===== config.mk =====
export PLATFORM = sky130hd
export DESIGN_NAME = gpio_pinmux_ctrl
export DESIGN_NICKNAME = d
export VERILOG_FILES = /design/src/rtl/gpio_mux_pkg.sv /design/src/rtl/gpio_in_sync.sv /design/src/rtl/gpio_apb_regs.sv /design/src/rtl/gpio_pad_mux.sv /design/src/rtl/gpio_pinmux_ctrl.sv
export SDC_FILE = /design/constraint.sdc
export NUM_CORES = 1
export LEC_CHECK = 0
export ABC_AREA = 1
export BUFFER_PORTS_ARGS = -buffer_cell sky130_fd_sc_hd__buf_2
export CORE_AREA = 2 2 281 283
export DETAILED_ROUTE_END_ITERATION = 10
export DIE_AREA = 0 0 283 285
export GPL_ROUTABILITY_DRIVEN = 0
export PLACE_DENSITY_LB_ADDON = 0.05
export REMOVE_ABC_BUFFERS = 1
export SLEW_MARGIN = 10
export SYNTH_ARGS = -nofsm -noshare
export SYNTH_HDL_FRONTEND = slang
export SYNTH_SLANG_ARGS = --single-unit

===== constraint.sdc =====
create_clock -name pclk -period 1.4 [get_ports pclk]
set_input_delay 0.21 -clock pclk [delete_from_list [all_inputs] [get_ports pclk]]
set_output_delay 0.21 -clock pclk [all_outputs]
set_load 0.05 [all_outputs]

===== src/rtl/gpio_mux_pkg.sv =====
package gpio_mux_pkg;
    typedef enum logic [1:0] {
        ST_IDLE   = 2'd0,
        ST_SETUP  = 2'd1,
        ST_ACCESS = 2'd2
    } apb_state_e;

    localparam int ADDR_W = 10;
    localparam int IDX_W  = ADDR_W - 2;

    localparam logic [IDX_W-1:0] IDX_DOUT  = 8'd0;
    localparam logic [IDX_W-1:0] IDX_DIN   = 8'd1;
    localparam logic [IDX_W-1:0] IDX_OE    = 8'd2;
    localparam logic [IDX_W-1:0] IDX_IE    = 8'd3;
    localparam logic [IDX_W-1:0] IDX_MODE  = 8'd4;
    localparam logic [IDX_W-1:0] IDX_SRC   = 8'd5;
    localparam logic [IDX_W-1:0] IDX_PU    = 8'd6;
    localparam logic [IDX_W-1:0] IDX_PD    = 8'd7;
    localparam logic [IDX_W-1:0] IDX_HD    = 8'd8;
    localparam logic [IDX_W-1:0] IDX_IEN   = 8'd9;
    localparam logic [IDX_W-1:0] IDX_IPOL  = 8'd10;
    localparam logic [IDX_W-1:0] IDX_ISTAT = 8'd11;
endpackage


===== src/rtl/gpio_in_sync.sv =====
module gpio_in_sync #(
    parameter int W = 32
) (
    input  logic         clk,
    input  logic         rst_n,
    input  logic [W-1:0] d,
    output logic [W-1:0] q
);
    logic [W-1:0] meta_q;
    logic [W-1:0] sync_q;

    always_ff @(posedge clk or negedge rst_n) begin
        if (!rst_n) begin
            meta_q <= '0;
            sync_q <= '0;
        end else begin
            meta_q <= d;
            sync_q <= meta_q;
        end
    end

    assign q = sync_q;
endmodule


===== src/rtl/gpio_apb_regs.sv =====
module gpio_apb_regs
    import gpio_mux_pkg::*;
#(
    parameter int             NCH      = 32,
    parameter logic [NCH-1:0] RST_DOUT = '0,
    parameter logic [NCH-1:0] RST_OE   = '0,
    parameter logic [NCH-1:0] RST_IE   = '0,
    parameter logic [NCH-1:0] RST_MODE = '0,
    parameter logic [NCH-1:0] RST_SRC  = '0,
    parameter logic [NCH-1:0] RST_PU   = '0,
    parameter logic [NCH-1:0] RST_PD   = '0,
    parameter logic [NCH-1:0] RST_HD   = '0,
    parameter logic [NCH-1:0] RST_IEN  = '0,
    parameter logic [NCH-1:0] RST_IPOL = '0
) (
    input  logic              clk,
    input  logic              rst_n,
    input  logic              psel,
    input  logic              penable,
    input  logic              pwrite,
    input  logic [ADDR_W-1:0] paddr,
    input  logic [NCH-1:0]    pwdata,
    output logic [NCH-1:0]    prdata,
    input  logic [NCH-1:0]    din,
    input  logic [NCH-1:0]    istat,
    output logic [NCH-1:0]    dout_q,
    output logic [NCH-1:0]    oe_q,
    output logic [NCH-1:0]    ie_q,
    output logic [NCH-1:0]    mode_q,
    output logic [NCH-1:0]    src_q,
    output logic [NCH-1:0]    pu_q,
    output logic [NCH-1:0]    pd_q,
    output logic [NCH-1:0]    hd_q,
    output logic [NCH-1:0]    ien_q,
    output logic [NCH-1:0]    ipol_q
);
    apb_state_e       state_q, state_d;
    logic             wr_en;
    logic             aligned;
    logic [IDX_W-1:0] idx;

    assign aligned = (paddr[1:0] == 2'b00);
    assign idx     = paddr[ADDR_W-1:2];

    always_comb begin
        state_d = state_q;
        unique case (state_q)
            ST_IDLE:   state_d = (psel && !penable) ? ST_SETUP : ST_IDLE;
            ST_SETUP:  state_d = !psel ? ST_IDLE : (penable ? ST_ACCESS : ST_SETUP);
            ST_ACCESS: state_d = (psel && !penable) ? ST_SETUP : ST_IDLE;
            default:   state_d = ST_IDLE;
        endcase
    end

    always_ff @(posedge clk or negedge rst_n) begin
        if (!rst_n) state_q <= ST_IDLE;
        else        state_q <= state_d;
    end

    always_comb begin
        wr_en = 1'b0;
        unique case (state_q)
            ST_SETUP: wr_en = psel && penable && pwrite;
            default:  wr_en = 1'b0;
        endcase
    end

    always_ff @(posedge clk or negedge rst_n) begin
        if (!rst_n) begin
            dout_q <= RST_DOUT;
            oe_q   <= RST_OE;
            ie_q   <= RST_IE;
            mode_q <= RST_MODE;
            src_q  <= RST_SRC;
            pu_q   <= RST_PU;
            pd_q   <= RST_PD;
            hd_q   <= RST_HD;
            ien_q  <= RST_IEN;
            ipol_q <= RST_IPOL;
        end else if (wr_en && aligned) begin
            case (idx)
                IDX_DOUT: dout_q <= pwdata;
                IDX_OE:   oe_q   <= pwdata;
                IDX_IE:   ie_q   <= pwdata;
                IDX_MODE: mode_q <= pwdata;
                IDX_SRC:  src_q  <= pwdata;
                IDX_PU:   pu_q   <= pwdata;
                IDX_PD:   pd_q   <= pwdata;
                IDX_HD:   hd_q   <= pwdata;
                IDX_IEN:  ien_q  <= pwdata;
                IDX_IPOL: ipol_q <= pwdata;
                default:  ;
            endcase
        end
    end

    always_comb begin
        prdata = '0;
        if (aligned) begin
            case (idx)
                IDX_DOUT:  prdata = dout_q;
                IDX_DIN:   prdata = din;
                IDX_OE:    prdata = oe_q;
                IDX_IE:    prdata = ie_q;
                IDX_MODE:  prdata = mode_q;
                IDX_SRC:   prdata = src_q;
                IDX_PU:    prdata = pu_q;
                IDX_PD:    prdata = pd_q;
                IDX_HD:    prdata = hd_q;
                IDX_IEN:   prdata = ien_q;
                IDX_IPOL:  prdata = ipol_q;
                IDX_ISTAT: prdata = istat;
                default:   prdata = '0;
            endcase
        end
    end


    access_after_setup_chk: assert property (@(posedge clk) disable iff (!rst_n)
        (state_q == ST_ACCESS) |-> $past(state_q == ST_SETUP));


    dout_write_phase_chk: assert property (@(posedge clk) disable iff (!rst_n)
        !$stable(dout_q) |-> $past(wr_en));
endmodule


===== src/rtl/gpio_pad_mux.sv =====
module gpio_pad_mux #(
    parameter int NCH = 32
) (
    input  logic           test_mode,
    input  logic [NCH-1:0] reg_out,
    input  logic [NCH-1:0] reg_oe,
    input  logic [NCH-1:0] reg_ie,
    input  logic [NCH-1:0] reg_mode,
    input  logic [NCH-1:0] reg_src,
    input  logic [NCH-1:0] reg_pu,
    input  logic [NCH-1:0] reg_pd,
    input  logic [NCH-1:0] reg_hd,
    input  logic [NCH-1:0] a_out,
    input  logic [NCH-1:0] a_oe,
    input  logic [NCH-1:0] a_ie,
    input  logic [NCH-1:0] b_out,
    input  logic [NCH-1:0] b_oe,
    input  logic [NCH-1:0] b_ie,
    input  logic [NCH-1:0] t_out,
    input  logic [NCH-1:0] t_oe,
    input  logic [NCH-1:0] t_ie,
    input  logic [NCH-1:0] t_pu,
    input  logic [NCH-1:0] t_pd,
    input  logic [NCH-1:0] t_hd,
    output logic [NCH-1:0] pad_out,
    output logic [NCH-1:0] pad_oe,
    output logic [NCH-1:0] pad_ie,
    output logic [NCH-1:0] pad_pu,
    output logic [NCH-1:0] pad_pd,
    output logic [NCH-1:0] pad_hd
);
    for (genvar i = 0; i < NCH; i++) begin : g_ch
        always_comb begin
            if (test_mode) begin
                pad_out[i] = t_out[i];
                pad_oe[i]  = t_oe[i];
                pad_ie[i]  = t_ie[i];
                pad_pu[i]  = t_pu[i];
                pad_pd[i]  = t_pd[i];
                pad_hd[i]  = t_hd[i];
            end else begin
                if (!reg_mode[i]) begin
                    pad_out[i] = reg_out[i];
                    pad_oe[i]  = reg_oe[i];
                    pad_ie[i]  = reg_ie[i];
                end else if (!reg_src[i]) begin
                    pad_out[i] = a_out[i];
                    pad_oe[i]  = a_oe[i];
                    pad_ie[i]  = a_ie[i];
                end else begin
                    pad_out[i] = b_out[i];
                    pad_oe[i]  = b_oe[i];
                    pad_ie[i]  = b_ie[i];
                end
                pad_pu[i] = reg_pu[i];
                pad_pd[i] = reg_pd[i] & ~reg_pu[i];
                pad_hd[i] = reg_hd[i];
            end
        end
    end


    always_comb begin
        if (!test_mode) begin
            pull_conflict_chk: assert ((pad_pu & pad_pd) == '0);
        end
    end
endmodule


===== src/rtl/gpio_pinmux_ctrl.sv =====
module gpio_pinmux_ctrl
    import gpio_mux_pkg::*;
#(
    parameter int             NCH      = 32,
    parameter logic [NCH-1:0] RST_DOUT = '0,
    parameter logic [NCH-1:0] RST_OE   = '0,
    parameter logic [NCH-1:0] RST_IE   = '0,
    parameter logic [NCH-1:0] RST_MODE = '0,
    parameter logic [NCH-1:0] RST_SRC  = '0,
    parameter logic [NCH-1:0] RST_PU   = '0,
    parameter logic [NCH-1:0] RST_PD   = '0,
    parameter logic [NCH-1:0] RST_HD   = '0,
    parameter logic [NCH-1:0] RST_IEN  = '0,
    parameter logic [NCH-1:0] RST_IPOL = '0
) (
    input  logic              pclk,
    input  logic              presetn,
    input  logic              psel,
    input  logic              penable,
    input  logic              pwrite,
    input  logic [ADDR_W-1:0] paddr,
    input  logic [NCH-1:0]    pwdata,
    output logic [NCH-1:0]    prdata,
    output logic              pready,
    output logic              pslverr,
    input  logic [NCH-1:0]    pad_in,
    output logic [NCH-1:0]    pad_out,
    output logic [NCH-1:0]    pad_oe,
    output logic [NCH-1:0]    pad_ie,
    output logic [NCH-1:0]    pad_pu,
    output logic [NCH-1:0]    pad_pd,
    output logic [NCH-1:0]    pad_hd,
    output logic [NCH-1:0]    alt_in,
    input  logic [NCH-1:0]    alt_a_out,
    input  logic [NCH-1:0]    alt_a_oe,
    input  logic [NCH-1:0]    alt_a_ie,
    input  logic [NCH-1:0]    alt_b_out,
    input  logic [NCH-1:0]    alt_b_oe,
    input  logic [NCH-1:0]    alt_b_ie,
    input  logic              test_mode,
    input  logic [NCH-1:0]    test_out,
    input  logic [NCH-1:0]    test_oe,
    input  logic [NCH-1:0]    test_ie,
    input  logic [NCH-1:0]    test_pu,
    input  logic [NCH-1:0]    test_pd,
    input  logic [NCH-1:0]    test_hd,
    output logic              irq
);
    if (!(NCH == 16 || NCH == 32)) begin : g_bad_nch
        $error("channel count must be 16 or 32");
    end

    logic [NCH-1:0] din_sync;
    logic [NCH-1:0] istat;
    logic [NCH-1:0] dout_q, oe_q, ie_q, mode_q, src_q;
    logic [NCH-1:0] pu_q, pd_q, hd_q, ien_q, ipol_q;

    assign pready  = 1'b1;
    assign pslverr = 1'b0;
    assign alt_in  = pad_in;

    gpio_in_sync #(.W(NCH)) u_sync (
        .clk   (pclk),
        .rst_n (presetn),
        .d     (pad_in),
        .q     (din_sync)
    );

    assign istat = ien_q & ~(din_sync ^ ipol_q);
    assign irq   = |istat;

    gpio_apb_regs #(
        .NCH(NCH), .RST_DOUT(RST_DOUT), .RST_OE(RST_OE), .RST_IE(RST_IE),
        .RST_MODE(RST_MODE), .RST_SRC(RST_SRC), .RST_PU(RST_PU),
        .RST_PD(RST_PD), .RST_HD(RST_HD), .RST_IEN(RST_IEN), .RST_IPOL(RST_IPOL)
    ) u_regs (
        .clk     (pclk),
        .rst_n   (presetn),
        .psel    (psel),
        .penable (penable),
        .pwrite  (pwrite),
        .paddr   (paddr),
        .pwdata  (pwdata),
        .prdata  (prdata),
        .din     (din_sync),
        .istat   (istat),
        .dout_q  (dout_q),
        .oe_q    (oe_q),
        .ie_q    (ie_q),
        .mode_q  (mode_q),
        .src_q   (src_q),
        .pu_q    (pu_q),
        .pd_q    (pd_q),
        .hd_q    (hd_q),
        .ien_q   (ien_q),
        .ipol_q  (ipol_q)
    );

    gpio_pad_mux #(.NCH(NCH)) u_mux (
        .test_mode (test_mode),
        .reg_out   (dout_q),
        .reg_oe    (oe_q),
        .reg_ie    (ie_q),
        .reg_mode  (mode_q),
        .reg_src   (src_q),
        .reg_pu    (pu_q),
        .reg_pd    (pd_q),
        .reg_hd    (hd_q),
        .a_out     (alt_a_out),
        .a_oe      (alt_a_oe),
        .a_ie      (alt_a_ie),
        .b_out     (alt_b_out),
        .b_oe      (alt_b_oe),
        .b_ie      (alt_b_ie),
        .t_out     (test_out),
        .t_oe      (test_oe),
        .t_ie      (test_ie),
        .t_pu      (test_pu),
        .t_pd      (test_pd),
        .t_hd      (test_hd),
        .pad_out   (pad_out),
        .pad_oe    (pad_oe),
        .pad_ie    (pad_ie),
        .pad_pu    (pad_pu),
        .pad_pd    (pad_pd),
        .pad_hd    (pad_hd)
    );


    irq_needs_enable_chk: assert property (@(posedge pclk) disable iff (!presetn)
        irq |-> (ien_q != '0));


    status_within_enable_chk: assert property (@(posedge pclk) disable iff (!presetn)
        (istat & ~ien_q) == '0);
endmodule


==> results.cfg, run 1 <==
[drt]
vias = 25100
wire_per_inst_um = 20.4
vias_per_cell = 4.81
drc = 0
dr.pass1.iters = 8
antenna_left = 0
postRouteWirelength_mm = 107
drtIter0Drc = 1479

[sta]
tightest_slew_ps = 515
rsz0062_at_grt = true
hold_ws_ps = 48.3
slew_headroom = 0.656
min_period_over_period = 1.59
slew_violations = 0
finalHoldViolations = 0
fin_ws_ps = -832
fin_crit_ps = 2230
finalSetupViolCount = 545
maxClockFrequency_ghz = 0.448
skew_ps = 21.8

[synth]
yosys-top-cells-area = dfrtp_1 44%, nand2_1 13%, nand3_1 8.8%
synth-edff-count = 0
synth_seq_area_share = 0.442
synth_largest_area_cell = dfrtp_1
syn_avg_cell_area_sq_um = 6.99
yosys_register_bits = 386
synth.distinct_cells = 21
synth_most_common_cell = nand2_1
async_flop_share = 1.00
synth_top_area_share = 0.442
yosys_most_used_dff = dfrtp_1
synth_common_cells = 741 x nand2_1, 501 x nor2_1, 386 x dfrtp_1, 385 x nand3_1, 290 x o21ai_1
synthCells = 3126
syn_area_sq_mm = 0.0219
yosysWarnings = 0

[critical_path]
cp.required_ps = 1190
start_kind = flop
ff2ff_path_depth = 11
endpoint_kind = output pin
rrSetupSlack_ps = -410
path_class = reg2out
r2r_end = u_regs.ipol_q[23]
cp.arrival_ps = 2020
worstPathMaxFanout = 3
rr_startpoint = u_regs.state_q[0]

[min_path]
hp-class = in2reg
worstHoldStart = pwdata[5]
hold_end = u_regs.ie_q[5]
min_path_cells = 3

[pwr]
combPwrFrac = 0.174
p_clk_frac = 0.435
power_leakage_nw = 17.2
p_sw_frac = 0.285
p_int_w = 0.0207
peakVddDrop_mv = 0.687
total_power_w = 0.0290
p_per_area_mw_per_mm2 = 831
p_seq_frac = 0.392
p_switching_w = 0.00825

[place]
dp_slack_ps = -772
post_dp_cell_area_sq_mm = 0.0293
dp_hpwl_mm = 71.0
portBuffers = 720

[clock_network]
cts_root_buf = clkbuf_16
cts_max_path_buffers = 3
cts_tree = built
clk_latency_ps = 580
cts_buffers = 47
htreeDepth = 2
cts.clk_slew.worst_paths_ps = 60
cts_num_sinks = 386

[floorplan]
dieWidth_um = 283
die_h_um = 285
die-area_sq_mm = 0.0807
core-area_sq_mm = 0.0780
rows = 103
io_pins = 723
start_util = 0.280

[finish]
multiInputGateArea_sq_mm = 0.0117
area_growth_pct = 59.6
final-seq-area_sq_mm = 0.00970
layout-drive-gt1-share = 0.396
final_area_sq_mm = 0.0349
nFillCells = 8005
fin_nets = 4596

[global_routing]
antenna_found_initial = 7
grtUsageTotal = 0.252
grt_pass1_vias = 24600
grt_pass1_wl_mm = 155
grt_overflow_total = 0
grt_start_max_net_pins = 51

[status]
status = complete, but fails checks
violations = negative setup slack

[run]
cap_violations = 0
-- worst max-delay path: stages (launching register included) --
cell and delay (ps):
dfrtp_1 400, inv_1 70, nand2_2 60, nand3_4 120, nand2_4 70, nor2_4 120
buf_6 110, nand4_1 120, nor2_1 140, nand2_1 80, buf_6 160
-- layout make-up --
| class | count | share of cell area |
|---|---|---|
| clock inverters | 13 | 0.00491 |
| flip-flops and latches | 386 | 0.278 |
| repair buffers | 1165 | 0.282 |
| multi-input cells | 2328 | 0.334 |
| clock buffers | 68 | 0.0403 |
| inverters | 204 | 0.0227 |
| diodes | 2 | 0.000143 |
| well taps | 1050 | 0.0377 |
-- power by group through the flow --
stage	logic [W]	registers, W	clock network, W
final	0.00504	0.0113	0.0126
after global routing	0.00537	0.0114	0.0133
after floorplan	0.00205	0.0115	0
after detailed placement	0.00448	0.0115	0
after CTS	0.00496	0.0113	0.0129
after global placement	0.00449	0.0115	0
-- through the flow --
stage	utilization	setup TNS, ps	std cells
5_1_grt	0.447	-222450	5216
4_1_cts	0.433	-205110	5171
3_5_place_dp	0.375	-141240	4997
3_3_place_gp	0.375	-139230	4997
2_1_floorplan	-	-1263980	2918
6_report	0.447	-175950	5216
-- per-layer routing --
metal / GRT usage / wire length (um) / up-vias
li1: - / - / 12300
met1: 0.336 / 47500 / 12000
met2: 0.435 / 51900 / 711
met3: 0.0298 / 4720 / 124
met4: 0.0606 / 2420 / 2
met5: 0 / 7 / -
-- what timing repair did --
| action | 4_1_cts | 5_1_grt |
|---|---|---|
| setup buffers | 48 | 44 |
| pin swaps | 295 | 178 |
| hold buffers | 36 | 0 |
| gates resized for setup | 719 | 241 |
| endpoints found under the hold margin | 366 | 0 |
| endpoints found under the setup margin | 545 | 546 |
| gates cloned | 17 | 9 |
-- worst max path at each step --
| stage | start | end | slack, ps | depth (start not counted) |
|---|---|---|---|---|
| 3_3_place_gp | paddr[9] | prdata[30] | -780 | 14 |
| 6_report | u_regs.ipol_q[23] | irq | -830 | 10 |
| 3_5_place_dp | paddr[9] | prdata[30] | -770 | 14 |
| 4_1_cts | u_sync.q[23] | irq | -860 | 10 |
| 5_1_grt | u_sync.q[17] | irq | -940 | 10 |
| 2_1_floorplan | paddr[7] | prdata[30] | -4270 | 9 |
-- kinds of logic (layout without fill, tap and decap cells) --
family                 count (synthesis)  after routing  synth area share
AOI/OAI and AO/OA                    672            672             0.159
buffers and inverters                412           1450            0.0836
DFF                                  386            386             0.442
other                                  2              4          0.000344
and+or+nand+nor                     1654           1654             0.315
-- flip-flops by register name, summed over array words and instances, names as in the netlist --
register,count
u_regs.dout_q,32
u_regs.hd_q,32
u_regs.ie_q,32
u_regs.ien_q,32
u_regs.ipol_q,32
u_regs.mode_q,32
u_regs.oe_q,32
u_regs.pd_q,32
u_regs.pu_q,32
u_regs.src_q,32
u_sync.meta_q,32
u_sync.q,32
u_regs.state_q,2
-- cell usage in the layout, fill, tap and decap left out, types with 6 or more instances in the layout --
cell | synthesis | routed
inv_1 | 202 | 133
dlygate4sd3_1 | 0 | 36
nand2_4 | 1 | 24
inv_2 | 2 | 66
clkinv_2 | 0 | 7
nand3_4 | 9 | 14
dfrtp_1 | 386 | 350
buf_2 | 102 | 517
buf_4 | 41 | 355
clkbuf_8 | 0 | 15
a21oi_2 | 0 | 17
o21ai_2 | 0 | 53
o21ai_0 | 157 | 34
nor2_4 | 1 | 26
buf_6 | 0 | 116
nand3_1 | 385 | 335
buf_16 | 0 | 16
dfrtp_2 | 0 | 36
a21oi_1 | 193 | 176
buf_8 | 0 | 19
nand2_2 | 0 | 62
clkbuf_16 | 0 | 53
clkbuf_1 | 57 | 6
a22o_1 | 32 | 32
nand3_2 | 0 | 45
nand2_1 | 741 | 656
o21ai_1 | 290 | 360
nor2_2 | 10 | 96
nor2_1 | 501 | 390
buf_12 | 0 | 97
Note: power is estimated with default switching activity, not from simulation.
==> run 2: changes to the inputs <==
--- a/config.mk
+++ b/config.mk
@@ -11,7 +11,6 @@
 export DETAILED_ROUTE_END_ITERATION = 10
 export DIE_AREA = 0 0 283 285
 export GPL_ROUTABILITY_DRIVEN = 0
-export PLACE_DENSITY_LB_ADDON = 0.05
 export REMOVE_ABC_BUFFERS = 1
 export SLEW_MARGIN = 10
 export SYNTH_ARGS = -nofsm -noshare
==> results.cfg, run 2 (synthesis gave the netlist of run 1 again) <==
[pwr]
p_int_w = 0.0193
total_power_w = 0.0276
power_leakage_nw = 17.6
p_clk_frac = 0.401
p_sw_frac = 0.301
p_per_area_mw_per_mm2 = 767
p_switching_w = 0.00831
combPwrFrac = 0.188
p_seq_frac = 0.411
peakVddDrop_mv = 0.713

[sta]
finalHoldViolations = 0
fin_ws_ps = -956
rsz0062_at_grt = true
min_period_over_period = 1.68
skew_ps = 18.2
finalSetupViolCount = 546
maxClockFrequency_ghz = 0.425
slew_violations = 0
fin_crit_ps = 2360

[status]
violations = negative setup slack
status = complete, but fails checks

[place]
placedCellCount = 5028
post_dp_cell_area_sq_mm = 0.0293
portBuffers = 720
dp_hpwl_mm = 71.7
dp_slack_ps = -791

[critical_path]
start_kind = flop
worstPathMaxFanout = 3
ff2ff_path_depth = 13
endpoint_kind = output pin
cp.required_ps = 1190
path_class = reg2out
cp.arrival_ps = 2150

[finish]
final_area_sq_mm = 0.0360
final_common_cell = nand2_1
layout-drive-gt1-share = 0.428
instances_no_fill = 5267
final_cell_mix = 606 x nand2_1, 529 x buf_2, 380 x nor2_1
fin_nets = 4648
area_growth_pct = 64.6

[clock_network]
clk_latency_ps = 580
cts_max_path_buffers = 3
cts_buffers = 44
cts_tree = built
cts.clk_slew.worst_paths_ps = 70
cts_root_buf = clkbuf_16
cts_num_sinks = 386
htreeDepth = 2

[drt]
drtIter0Drc = 2165
postRouteWirelength_mm = 114
drc = 0
dr.pass1.iters = 6
antenna_left = 0
vias_per_cell = 5.04
wire_per_inst_um = 21.7
vias = 26500

[floorplan]
start_util = 0.280
dieWidth_um = 283
die-area_sq_mm = 0.0807
rows = 103
die_h_um = 285
core-area_sq_mm = 0.0780
io_pins = 723

[global_routing]
grt_overflow_total = 0
grt_pass1_wl_mm = 152
grtUsageTotal = 0.247
grt_start_max_net_pins = 72
grt_pass1_vias = 25000
antenna_found_initial = 8

[run]
cap_violations = 0

[min_path]
min_path_cells = 3
hp-class = in2reg
run 2: cell count changes in the layout (fill, tap and decap cells not counted), moves of 20 or more:
cell       before  now
nand2_4        24   46
buf_6         116  144
clkbuf_16      53   73
nand2_1       656  606
o21ai_0        34    6
o21ai_2        53   78
nand2_2        62   88
run 2: per-layer routing:
layer	wire, um	global-route usage	up-vias
li1	-	-	12400
met1	47000	0.322	12600
met2	53500	0.413	1239
met3	9460	0.0410	232
met4	4350	0.0871	4
met5	22	0	-
run 2: through the flow:
stage,util,TNS (ps),hold WS [ps]
2_1_floorplan,-,-1263980,-85.6
3_3_place_gp,0.376,-245420,95.0
3_5_place_dp,0.376,-249830,94.2
4_1_cts,0.430,-188210,9.77
5_1_grt,0.462,-251650,56.8
6_report,0.462,-214280,51.3
run 2: area by class of cell:
class | instances | area (sq um)
flip-flops and latches | 386 | 9700
repair buffers | 1218 | 10600
multi-input cells | 2329 | 12200
well taps | 1050 | 1310
clock inverters | 14 | 78.8
clock buffers | 63 | 1240
diodes | 2 | 5.00
repair inverters | 1 | 16.3
inverters | 204 | 810
fillers | 7649 | 42000
run 2: worst paths after layout:
path | from | endpoint | slack (ps)
min | pwdata[13] | u_regs.mode_q[13] | 50
max in group asynchronous | presetn | u_regs.src_q[13] | 560
max reg2reg | u_regs.state_q[0] | u_regs.ie_q[23] | -580
max | u_regs.ipol_q[23] | irq | -960
min reg2reg | u_sync.meta_q[3] | u_sync.q[3] | 350
min in group asynchronous | presetn | u_sync.q[28] | 110
run 2: worst max-delay path, cell delays in order, from the launching register on:
cell	delay, ps
dfrtp_1	400
inv_1	80
nand2_2	60
nand3_4	120
nand2_2	70
nor2_1	90
buf_4	140
nand4_1	170
nor2_1	180
nand2_1	80
buf_6	160
run 2: timing repair:
| item | in CTS | in global routing |
|---|---|---|
| resized for setup | 734 | 439 |
| hold buffers | 36 | 0 |
| pin swaps | 306 | 232 |
| endpoints found under the setup margin | 545 | 546 |
| hold endpoints to repair | 265 | 0 |
| gates cloned | 16 | 34 |
| setup buffers | 46 | 48 |
run 2: power groups by stage:
stage               clock (W)  sequential, W  combinational [W]
CTS                    0.0112         0.0113            0.00500
detailed placement          0         0.0115            0.00449
floorplan                   0         0.0115            0.00205
global placement            0         0.0115            0.00448
global route           0.0116         0.0113            0.00548
finish                 0.0111         0.0113            0.00520
==> run 3: changes to the inputs <==
--- a/config.mk
+++ b/config.mk
@@ -11,6 +11,7 @@
 export DETAILED_ROUTE_END_ITERATION = 10
 export DIE_AREA = 0 0 283 285
 export GPL_ROUTABILITY_DRIVEN = 0
+export PLACE_DENSITY = 0.55
 export REMOVE_ABC_BUFFERS = 1
 export SLEW_MARGIN = 10
 export SYNTH_ARGS = -nofsm -noshare
==> results.cfg, run 3 (synthesis gave the netlist of run 1 again) <==
[status]
status = complete, but fails checks
violations = negative setup slack

[drt]
antenna_left = 0
drc = 0
dr.pass1.iters = 7
drtIter0Drc = 1597
vias_per_cell = 4.84
wire_per_inst_um = 18.9
vias = 25100
postRouteWirelength_mm = 98.3

[clock_network]
cts_max_path_buffers = 3
cts_root_buf = clkbuf_16
cts_buffers = 45
cts_tree = built
cts.clk_slew.worst_paths_ps = 60
cts_num_sinks = 386
htreeDepth = 2
clk_latency_ps = 570

[global_routing]
grt_overflow_total = 0
grt_pass1_vias = 24200
grt_pass1_wl_mm = 143
grtUsageTotal = 0.226
grt_start_max_net_pins = 60
antenna_found_initial = 5

[run]
cap_violations = 0

[floorplan]
die-area_sq_mm = 0.0807
start_util = 0.280
die_h_um = 285
core-area_sq_mm = 0.0780
rows = 103
io_pins = 723
dieWidth_um = 283

[place]
portBuffers = 720
dp_slack_ps = -712
placedCellCount = 5002
dp_hpwl_mm = 69.5

[sta]
fin_ws_ps = -754
rsz0062_at_grt = true
min_period_over_period = 1.54
maxClockFrequency_ghz = 0.464
skew_ps = 9.72
slew_violations = 0
finalHoldViolations = 0
finalSetupViolCount = 545
hold_ws_ps = 32.8
fin_crit_ps = 2150

[pwr]
combPwrFrac = 0.181
p_per_area_mw_per_mm2 = 817
p_clk_frac = 0.416
total_power_w = 0.0282
p_seq_frac = 0.403
p_sw_frac = 0.290
power_leakage_nw = 16.8
p_switching_w = 0.00815
p_int_w = 0.0200
peakVddDrop_mv = 0.703

[finish]
instances_no_fill = 5189
area_growth_pct = 57.6
final_common_cell = nand2_1
layout-drive-gt1-share = 0.395
fin_nets = 4568
final_cell_mix = 674 x nand2_1, 494 x buf_2, 378 x nor2_1
nFillCells = 7879

[critical_path]
path_class = reg2out
endpoint_kind = output pin
worstPathMaxFanout = 4
cp.arrival_ps = 1940
rrSetupSlack_ps = -330
rr_startpoint = u_regs.state_q[0]
cp.required_ps = 1190
start_kind = flop
r2r_end = u_regs.ien_q[25]
ff2ff_path_depth = 10

[min_path]
hp-class = in2reg
min_path_cells = 4
worstHoldStart = penable
hold_end = u_regs.state_q[1]
-- run 3: changes by cell type in the layout (fill, tap and decap cells not counted), moves of 15 or more --
cell,before,now
o21ai_0,6,25
nand2_1,606,674
buf_2,529,494
clkbuf_16,73,58
nand2_4,46,20
buf_16,19,4
o21ai_2,78,53
nand2_2,88,47
-- run 3: per-layer routing --
layer	routed length (um)	GRT usage	share of wire
met1	42100	0.294	0.43
met2	47800	0.391	0.49
met3	5470	0.0286	0.056
met4	2890	0.0676	0.029
met5	28	0	0.00028
-- run 3: repair_timing --
item	in CTS	in global routing
endpoints found under the setup margin	545	548
hold buffers	35	0
pin swaps	312	192
resized for setup	755	287
gates cloned	4	13
buffers inserted	28	38
endpoints found under the hold margin	294	0
-- run 3: how the worst max path moves through the flow --
stage	start	slack, ps	end	cells after the start
finish	u_regs.ipol_q[17]	-750	irq	10
global route	u_regs.ipol_q[17]	-950	irq	10
CTS	u_sync.q[18]	-870	irq	10
detailed placement	paddr[9]	-710	prdata[0]	13
global placement	paddr[7]	-710	prdata[0]	13
floorplan	paddr[7]	-4270	prdata[30]	9
-- run 3: area by class of cell --
type                    instances  area [sq um]  share of cell area
clock inverters                11          96.3             0.00280
repair buffers               1139          9380               0.272
flip-flops and latches        386          9700               0.282
diodes                          2          5.00            0.000145
multi-input cells            2328         11800               0.342
clock buffers                  69          1370              0.0397
inverters                     204           803              0.0233
well taps                    1050          1310              0.0381
-- run 3: critical path: stages, from the launching register on --
cell	delay (ps)
dfrtp_1	400
inv_1	70
nand2_2	60
nand3_4	110
nand2_2	70
nor2_2	120
buf_6	110
nand4_1	100
nor2_1	110
nand2_1	70
buf_6	150
-- run 3: power by group through the flow --
stage	clock network [W]	logic [W]	registers, W
after CTS	0.0119	0.00498	0.0113
after detailed placement	0	0.00445	0.0115
final	0.0117	0.00510	0.0113
after global placement	0	0.00444	0.0115
after global routing	0.0124	0.00541	0.0113
after floorplan	0	0.00205	0.0115
-- run 3: metrics by stage --
step | util | area [sq um] | setup TNS (ps)
after floorplan | - | 20800 | -1263980
after global placement | 0.374 | 29100 | -169350
after detailed placement | 0.374 | 29100 | -174980
after CTS | 0.424 | 33000 | -136020
after global routing | 0.442 | 34500 | -195260
final | 0.442 | 34500 | -153330
